[config.mk]
export PLATFORM = sky130hd
export DESIGN_NAME = serial_loader
export DESIGN_NICKNAME = d
export VERILOG_FILES = /design/src/rtl/serial_loader_pkg.sv /design/src/rtl/serial_loader_ctrl.sv /design/src/rtl/serial_loader_datapath.sv /design/src/rtl/serial_loader.sv
export SDC_FILE = /design/constraint.sdc
export NUM_CORES = 1
export LEC_CHECK = 0
export ABC_AREA = 1
export CAP_MARGIN = 40
export CORE_ASPECT_RATIO = 1.1
export CORE_MARGIN = 2
export CORE_UTILIZATION = 62
export DETAILED_ROUTE_END_ITERATION = 16
export DONT_BUFFER_PORTS = 1
export PLACE_DENSITY = 0.77
export SYNTH_ARGS = -nofsm -noshare
export SYNTH_HDL_FRONTEND = slang
export SYNTH_SLANG_ARGS = --single-unit
[constraint.sdc]
create_clock -name clk -period 2 [get_ports clk]
set_input_delay 0.2 -clock clk [delete_from_list [all_inputs] [get_ports clk]]
set_output_delay 0.2 -clock clk [all_outputs]
set_load 0.03 [all_outputs]
[src/rtl/serial_loader_pkg.sv]
package serial_loader_pkg;

  // Strobes issued by the control to the datapath each cycle
  typedef struct packed {
    logic shiftEn;    // advance the shift register by one bit
    logic loadTx;     // load the register from the CPU write data
    logic txMode;     // level: 1 = transmit direction
    logic fwdStrobe;  // forward the held byte to flash, step the address
  } slStrobes_t;

  localparam int STATUS_BITS = 3;

endpackage

[src/rtl/serial_loader_ctrl.sv]
module serial_loader_ctrl
  import serial_loader_pkg::*;
#(
  parameter int DATA_W = 8
) (
  input  logic                   clk,
  input  logic                   rstN,
  input  logic                   progModeIn,
  input  logic                   serTick,
  input  logic                   cpuSel,
  input  logic                   cpuWrite,
  input  logic                   cpuAddr,
  input  logic                   wrModeBit,
  input  logic                   wrOvrClrBit,
  output slStrobes_t             strobes,
  output logic [STATUS_BITS-1:0] statusBits,
  output logic                   progActive
);

  localparam int CNT_W = (DATA_W > 1) ? $clog2(DATA_W) : 1;
  localparam logic [CNT_W-1:0] LAST_BIT = CNT_W'(DATA_W - 1);

  logic             progActiveQ;
  logic             modeQ;
  logic             readyQ;
  logic             overrunQ;
  logic             fwdQ;
  logic [CNT_W-1:0] bitCntQ;

  logic dataRd, dataWr, statWr;
  logic modeChange, loadTx, shiftEn, lastShift, clrReady;

  // Programming mode is captured only while reset is held
  always_ff @(posedge clk) begin
    if (!rstN) progActiveQ <= progModeIn;
  end

  // CPU accesses are masked while the CPU is held
  always_comb begin
    dataRd     = cpuSel && !cpuWrite && !cpuAddr && !progActiveQ;
    dataWr     = cpuSel &&  cpuWrite && !cpuAddr && !progActiveQ;
    statWr     = cpuSel &&  cpuWrite &&  cpuAddr && !progActiveQ;
    modeChange = statWr && (wrModeBit != modeQ);
    loadTx     = dataWr && modeQ;
    clrReady   = (dataRd && !modeQ) || loadTx;
    // A load or a direction change takes the cycle; the tick is dropped
    shiftEn    = serTick && !loadTx && !modeChange;
    lastShift  = shiftEn && (bitCntQ == LAST_BIT);
  end

  always_ff @(posedge clk) begin
    if (!rstN) begin
      modeQ    <= 1'b0;
      readyQ   <= 1'b0;
      overrunQ <= 1'b0;
      fwdQ     <= 1'b0;
      bitCntQ  <= '0;
    end else begin
      if (statWr) modeQ <= wrModeBit;

      fwdQ <= lastShift && progActiveQ;

      if (modeChange || loadTx) bitCntQ <= '0;
      else if (lastShift)       bitCntQ <= '0;
      else if (shiftEn)         bitCntQ <= bitCntQ + 1'b1;

      // Completion wins over a same-cycle clear
      if (modeChange)                      readyQ <= wrModeBit;
      else if (lastShift && !progActiveQ)  readyQ <= 1'b1;
      else if (clrReady)                   readyQ <= 1'b0;

      // Setting wins over the write-one-to-clear
      if (shiftEn && readyQ && !clrReady)  overrunQ <= 1'b1;
      else if (statWr && wrOvrClrBit)      overrunQ <= 1'b0;
    end
  end

  always_comb begin
    strobes.shiftEn   = shiftEn;
    strobes.loadTx    = loadTx;
    strobes.txMode    = modeQ;
    strobes.fwdStrobe = fwdQ;
    statusBits        = {overrunQ, modeQ, readyQ};
    progActive        = progActiveQ;
  end

endmodule

[src/rtl/serial_loader_datapath.sv]
module serial_loader_datapath
  import serial_loader_pkg::*;
#(
  parameter int DATA_W   = 8,
  parameter int BYTE_AW  = 5,
  parameter int BLOCK_AW = 7
) (
  input  logic                   clk,
  input  logic                   rstN,
  input  slStrobes_t             strobes,
  input  logic                   serDataIn,
  input  logic                   rollEnable,
  input  logic                   cpuAddr,
  input  logic [DATA_W-1:0]      cpuWdata,
  input  logic [STATUS_BITS-1:0] statusBits,
  output logic                   serDataOut,
  output logic [DATA_W-1:0]      cpuRdata,
  output logic [DATA_W-1:0]      flashWrData,
  output logic [BYTE_AW-1:0]     flashByteAddr,
  output logic [BLOCK_AW-1:0]    flashBlockAddr
);

  localparam int PAD_W = DATA_W - STATUS_BITS;

  logic [DATA_W-1:0]   shRegQ;
  logic [BYTE_AW-1:0]  byteAddrQ;
  logic [BLOCK_AW-1:0] blockAddrQ;
  logic                shiftInBit;
  logic                byteWrap;

  // Transmit shifts zeros in behind the outgoing bits
  assign shiftInBit = strobes.txMode ? 1'b0 : serDataIn;

  always_ff @(posedge clk) begin
    if (!rstN)                shRegQ <= '0;
    else if (strobes.loadTx)  shRegQ <= cpuWdata;
    else if (strobes.shiftEn) shRegQ <= {shRegQ[DATA_W-2:0], shiftInBit};
  end

  assign byteWrap = (byteAddrQ == {BYTE_AW{1'b1}});

  always_ff @(posedge clk) begin
    if (!rstN) begin
      byteAddrQ  <= '0;
      blockAddrQ <= '0;
    end else if (strobes.fwdStrobe) begin
      byteAddrQ <= byteAddrQ + 1'b1;
      if (byteWrap && rollEnable) blockAddrQ <= blockAddrQ + 1'b1;
    end
  end

  always_comb begin
    serDataOut     = strobes.txMode ? shRegQ[DATA_W-1] : 1'b1;
    cpuRdata       = cpuAddr ? {{PAD_W{1'b0}}, statusBits} : shRegQ;
    flashWrData    = shRegQ;
    flashByteAddr  = byteAddrQ;
    flashBlockAddr = blockAddrQ;
  end

endmodule

[src/rtl/serial_loader.sv]
module serial_loader
  import serial_loader_pkg::*;
#(
  parameter int DATA_W   = 8,
  parameter int BYTE_AW  = 5,
  parameter int BLOCK_AW = 7
) (
  input  logic                clk,
  input  logic                rstN,
  input  logic                progModeIn,
  input  logic                rollEnable,
  input  logic                serTick,
  input  logic                serDataIn,
  output logic                serDataOut,
  input  logic                cpuSel,
  input  logic                cpuWrite,
  input  logic                cpuAddr,
  input  logic [DATA_W-1:0]   cpuWdata,
  output logic [DATA_W-1:0]   cpuRdata,
  output logic                cpuHold,
  output logic                flashWrStrobe,
  output logic [DATA_W-1:0]   flashWrData,
  output logic [BYTE_AW-1:0]  flashByteAddr,
  output logic [BLOCK_AW-1:0] flashBlockAddr
);

  slStrobes_t             ctlStrobes;
  logic [STATUS_BITS-1:0] statusBits;
  logic                   progActive;

  serial_loader_ctrl #(.DATA_W(DATA_W)) u_ctrl (
    .clk        (clk),
    .rstN       (rstN),
    .progModeIn (progModeIn),
    .serTick    (serTick),
    .cpuSel     (cpuSel),
    .cpuWrite   (cpuWrite),
    .cpuAddr    (cpuAddr),
    .wrModeBit  (cpuWdata[1]),
    .wrOvrClrBit(cpuWdata[2]),
    .strobes    (ctlStrobes),
    .statusBits (statusBits),
    .progActive (progActive)
  );

  serial_loader_datapath #(
    .DATA_W  (DATA_W),
    .BYTE_AW (BYTE_AW),
    .BLOCK_AW(BLOCK_AW)
  ) u_dp (
    .clk           (clk),
    .rstN          (rstN),
    .strobes       (ctlStrobes),
    .serDataIn     (serDataIn),
    .rollEnable    (rollEnable),
    .cpuAddr       (cpuAddr),
    .cpuWdata      (cpuWdata),
    .statusBits    (statusBits),
    .serDataOut    (serDataOut),
    .cpuRdata      (cpuRdata),
    .flashWrData   (flashWrData),
    .flashByteAddr (flashByteAddr),
    .flashBlockAddr(flashBlockAddr)
  );

  assign cpuHold       = progActive;
  assign flashWrStrobe = ctlStrobes.fwdStrobe;

endmodule

==> results.md <==
Power:
- The sequential cell fraction of total power is between 60% and 70%.
- The part of the power in combinational logic is under 10%.
- The design internal power is approximately 0.00071 W.
- In this run the power spent charging and discharging nets is 0.000249 W.
- The power per unit of standard cell area is about 570 nW/um^2.
- The analysis attributes to cell leakage a power of 0.703 nW.
- Net switching is 25.9% of the power.
- The maximum ir drop on the vdd rail is 0.391 mV.
- In this run, the clock network consumes 29.1% of the power.

Synth:
- The flip-flop and latch count after synthesis is 28.
- The cell area that synthesis handed to floorplanning was roughly 1500 um^2.
- The adder-cell share of the synthesized area is 4.04%.
- The post-synthesis net count is ~220.
- The post-synthesis cell count is 202.
- By area, the combinational part of the netlist is dominated by simple AND/OR/NAND/NOR gates.
- After synthesis, the share of cell area in mux cells is 0%.
- The area share of and/or/nand/nor cells after synthesis is 35.2%.
- Sequential cells were found to cover 36.9% of the synthesized design area.
- The number of distinct standard cells referenced by the synthesized netlist is 31.
- The synthesized area per cell is approximately 7.7 um^2.
- The compound-cell area share of the yosys netlist is 12.3%.
- The synthesized netlist devotes between 1.5 and 2% of its cell area to XOR and XNOR gates.
- During synthesis, Yosys emitted a total of 0 warnings.

Routing:
- The number of search-and-repair iterations in the first detailed-routing pass is 4.
- The remaining antenna violation count after routing is 0.
- The initial detailed-routing violation count is 32.
- The number of vias per cell is 5.59.
- Detailed routing placed a total of 182 um of wire on met3.
- Summing over every cut layer, the via total after detailed routing is 1,363.
- The detailed router used layers up to and including met4.
- In the detailed route, the total length drawn on met2 is 1750 um.
- The average routed wire per standard cell is 13.8 um.
- The wire length on met1 is between 1000 and 1500 um.
- The total wire length after detailed routing is 3360 um.
- The remaining design rule violation count is 0.

Clock tree:
- The H-tree depth is 1.
- The number of setup buffers added after CTS is 0.
- The root buffer cell is sky130_fd_sc_hd__clkbuf_4.
- Clock latency on the worst-skew pair, taken at its later pin, is 0.33 ns.
- TritonCTS built the clock tree.
- Counting along the longest clock path gives a buffer depth of 2.
- TritonCTS created 3 clock buffers.
- After clock tree synthesis, the clock-pin slew on the worst setup and hold paths is 0.15 ns.
- For this design, the sink count on the clock tree is 28.
- After clock tree synthesis, the flow added hold-fix buffers numbering 2.
- The number of instances resized during post-cts repair is 0.

Global routing:
- The number of antenna violations at the first check in global routing was 0.
- The first global-routing pass estimated 5750 um of wire.
- The global router's overall resource usage is 25.7%.
- Entering global routing, the biggest net connects 21 pins.
- The via count of the first global-routing pass was between 1,000 and 1,500.
- For this run the aggregate overflow at the end of global routing stands at 0.

STA:
- Timing would allow up to around 0.57 GHz.
- Setup violations remaining at the end of the flow were counted as 0.
- Setup repair after global routing left no endpoint under its margin.
- The clock period could shrink to 1.76 ns.
- Headroom to the max-slew limit came out at a little under three fifths.
- The final count of pins violating max slew is 0.
- The maximum clock skew at final layout is 0.00470 ns.
- The accumulated negative setup slack is 0 ns.
- For the pin with the worst max-slew slack, the measured transition is between 0.6 and 0.7 ns.
- The final period utilization is 87.8%.
- The number of failing hold endpoints at the final stage is 0.

Critical path:
- The nature of the critical path endpoint is a register.
- The type of origin of the critical path is a register.
- The data arrival at the endpoint of the critical path is around 2 ns.
- The critical path's most frequent cell is sky130_fd_sc_hd__ha_1.
- Of all nets on the critical path, the largest fanout is 7.
- The worst setup path is of the reg2reg kind.
- Traced cell by cell, the critical path runs through ha_1, and3_1, ha_1, nand3_2, nor3_1, nand2_1, o21ai_0, a21oi_1.
- The end of the worst register-to-register path is u_dp.flashBlockAddr[4].
- Setup slack on the worst reg-to-reg path comes out at 0.24 ns.
- The maximum single-stage delay on the critical path is 0.39 ns.
- The slowest stage of the critical path is the sky130_fd_sc_hd__dfxtp_1 cell.
- The number of cells on the worst reg-to-reg path is 8.
- The startpoint of the lowest-slack register-to-register path is u_dp.flashByteAddr[0].
- At the worst endpoint, the required time is 2.24 ns.

Final layout:
- Counting the fill cells in the layout gives 219.
- At the end of the flow, the number of nets in the layout was 236.
- The repair_antennas step left the layout with diodes totalling 0.
- The area overhead of the layout relative to synthesis is 8.08%.
- The cell area after layout is 1670 um^2.
- The share of layout cells above drive strength 1 is 19.7%.
- Excluding fillers, the count of instances in the completed layout stands at 244.

Run status:
- The flow ran to the end, and the final reports show no timing, DRC or antenna violations.

Hold path:
- The number of cells on the worst hold path is 2.
- The startpoint identified for the worst hold timing path is rstN.
- The type of the most critical hold path is in2reg.
- The worst hold path terminates at u_ctrl.readyQ.

Die:
- For this design the top-level I/O count stands at 48.
- In this run the core area contains 19 standard-cell rows.
- For this configuration, the core starts out at a cell density of 63.8%.
- The overall die height is approximately 56 um.
- The area of the core is 2420 um^2.
- The die is 51.6 um wide.
- The die covers 2910 um^2.

Place:
- In this run the cell area measured after placement is 1610 um^2.
- After detailed placement, the design holds a cell count of 237.
- Routability-driven placement finished with a final weighted congestion of about 0.76.
- The HPWL after detailed placement is 2450 um.
- During placement, the flow inserted port buffers numbering 0.

Flow run:
- The number of max-cap violations is 0.
## state kept, by name, indices dropped and copies added, names as in the netlist
register             count
u_ctrl.bitCntQ           3
u_dp.flashWrData         8
u_ctrl.readyQ            1
u_ctrl.overrunQ          1
u_ctrl.fwdQ              1
u_ctrl.modeQ             1
u_dp.flashByteAddr       5
u_dp.flashBlockAddr      7
u_ctrl.progActive        1
## cell usage after synthesis, drive strengths merged
cell	number	area, um^2
nand4	4	25.0
nand3b	1	7.51
inv	24	90.1
a21oi	19	121
buf	6	58.8
edfxtp	1	30.0
nor2	24	121
nor4	1	12.5
o21ai	12	60.1
nand3	20	153
o2111ai	1	8.76
nand2	50	210
dfxtp	27	541
nor3	2	10.0
ha	5	62.6
xor2	3	26.3
and3	1	6.26
clkbuf	1	3.75
## worst max-delay path by stage
stage | to | cells after the start | start
6_report | u_dp.flashBlockAddr[4] | 8 | u_dp.flashByteAddr[0]
5_1_grt | u_dp.flashBlockAddr[4] | 8 | u_dp.flashByteAddr[0]
4_1_cts | u_dp.flashBlockAddr[4] | 8 | u_dp.flashByteAddr[0]
3_5_place_dp | u_dp.flashBlockAddr[4] | 8 | u_dp.flashByteAddr[0]
3_3_place_gp | u_dp.flashBlockAddr[4] | 8 | u_dp.flashByteAddr[0]
2_1_floorplan | u_dp.flashBlockAddr[4] | 8 | u_dp.flashByteAddr[0]
## cells by family after synthesis
logic type               count (synthesis)
XOR/XNOR                                 3
adder cells (fa/ha/maj)                  5
flip-flops                              28
AND/OR/NAND/NOR                        103
AO/OA/AOI/OAI                           32
buffers and inverters                   31
## cell usage in the layout, fill, tap and decap left out, drive strengths merged
| cell | n |
|---|---|
| a21oi | 19 |
| and3 | 1 |
| buf | 11 |
| clkbuf | 4 |
| dfxtp | 27 |
| dlygate4sd3 | 3 |
| edfxtp | 1 |
| ha | 5 |
| inv | 24 |
| nand2 | 50 |
| nand3 | 20 |
| nand3b | 1 |
| nand4 | 4 |
| nor2 | 24 |
| nor3 | 2 |
| nor4 | 1 |
| o2111ai | 1 |
| o21ai | 12 |
| xor2 | 3 |
## area by class of cell
class,instances,area [um^2],area share (%)
clock buffer,4,36.3,2.17
inverter,24,90.1,5.39
multi-input combinational,143,825,49.3
sequential,28,571,34.1
tap,31,38.8,2.32
timing repair buffer,14,113,6.73
## power groups by stage
stage | Combinational [W] | Clock (W) | Sequential, W
after floorplan | 0.0000788 | 0 | 0.000600
after global placement | 0.0000831 | 0 | 0.000598
after detailed placement | 0.0000875 | 0 | 0.000599
after CTS | 0.0000927 | 0.000280 | 0.000587
after global routing | 0.000105 | 0.000309 | 0.000589
final | 0.0000947 | 0.000280 | 0.000587
## stage by stage
step | hold WS, ns | worst slack (ns) | utilization, % | total power (W)
after floorplan | 0.299 | 0.178 | - | 0.000679
after CTS | 0.000403 | 0.262 | 68.6 | 0.000960
after detailed placement | 0.299 | 0.281 | 66.3 | 0.000687
after global routing | 0.00343 | 0.0330 | 69.0 | 0.00100
after global placement | 0.299 | 0.388 | 66.3 | 0.000681
final | 0.0121 | 0.244 | 69.0 | 0.000962
## worst max-delay path, delay by kind of cell (launching register included)
kind / cells / cell delay [ns]
AO/OA/AOI/OAI: 2 / 0.22
adder cells (fa/ha/maj): 2 / 0.36
flip-flops: 1 / 0.39
AND/OR/NAND/NOR: 4 / 0.70
## layer usage
metal,track usage [%],up-vias
li1,-,678
met1,31.7,629
met2,44.7,51
met3,3.72,5
met4,9.02,0
met5,0,-
Note: power is estimated with default switching activity, not from simulation.
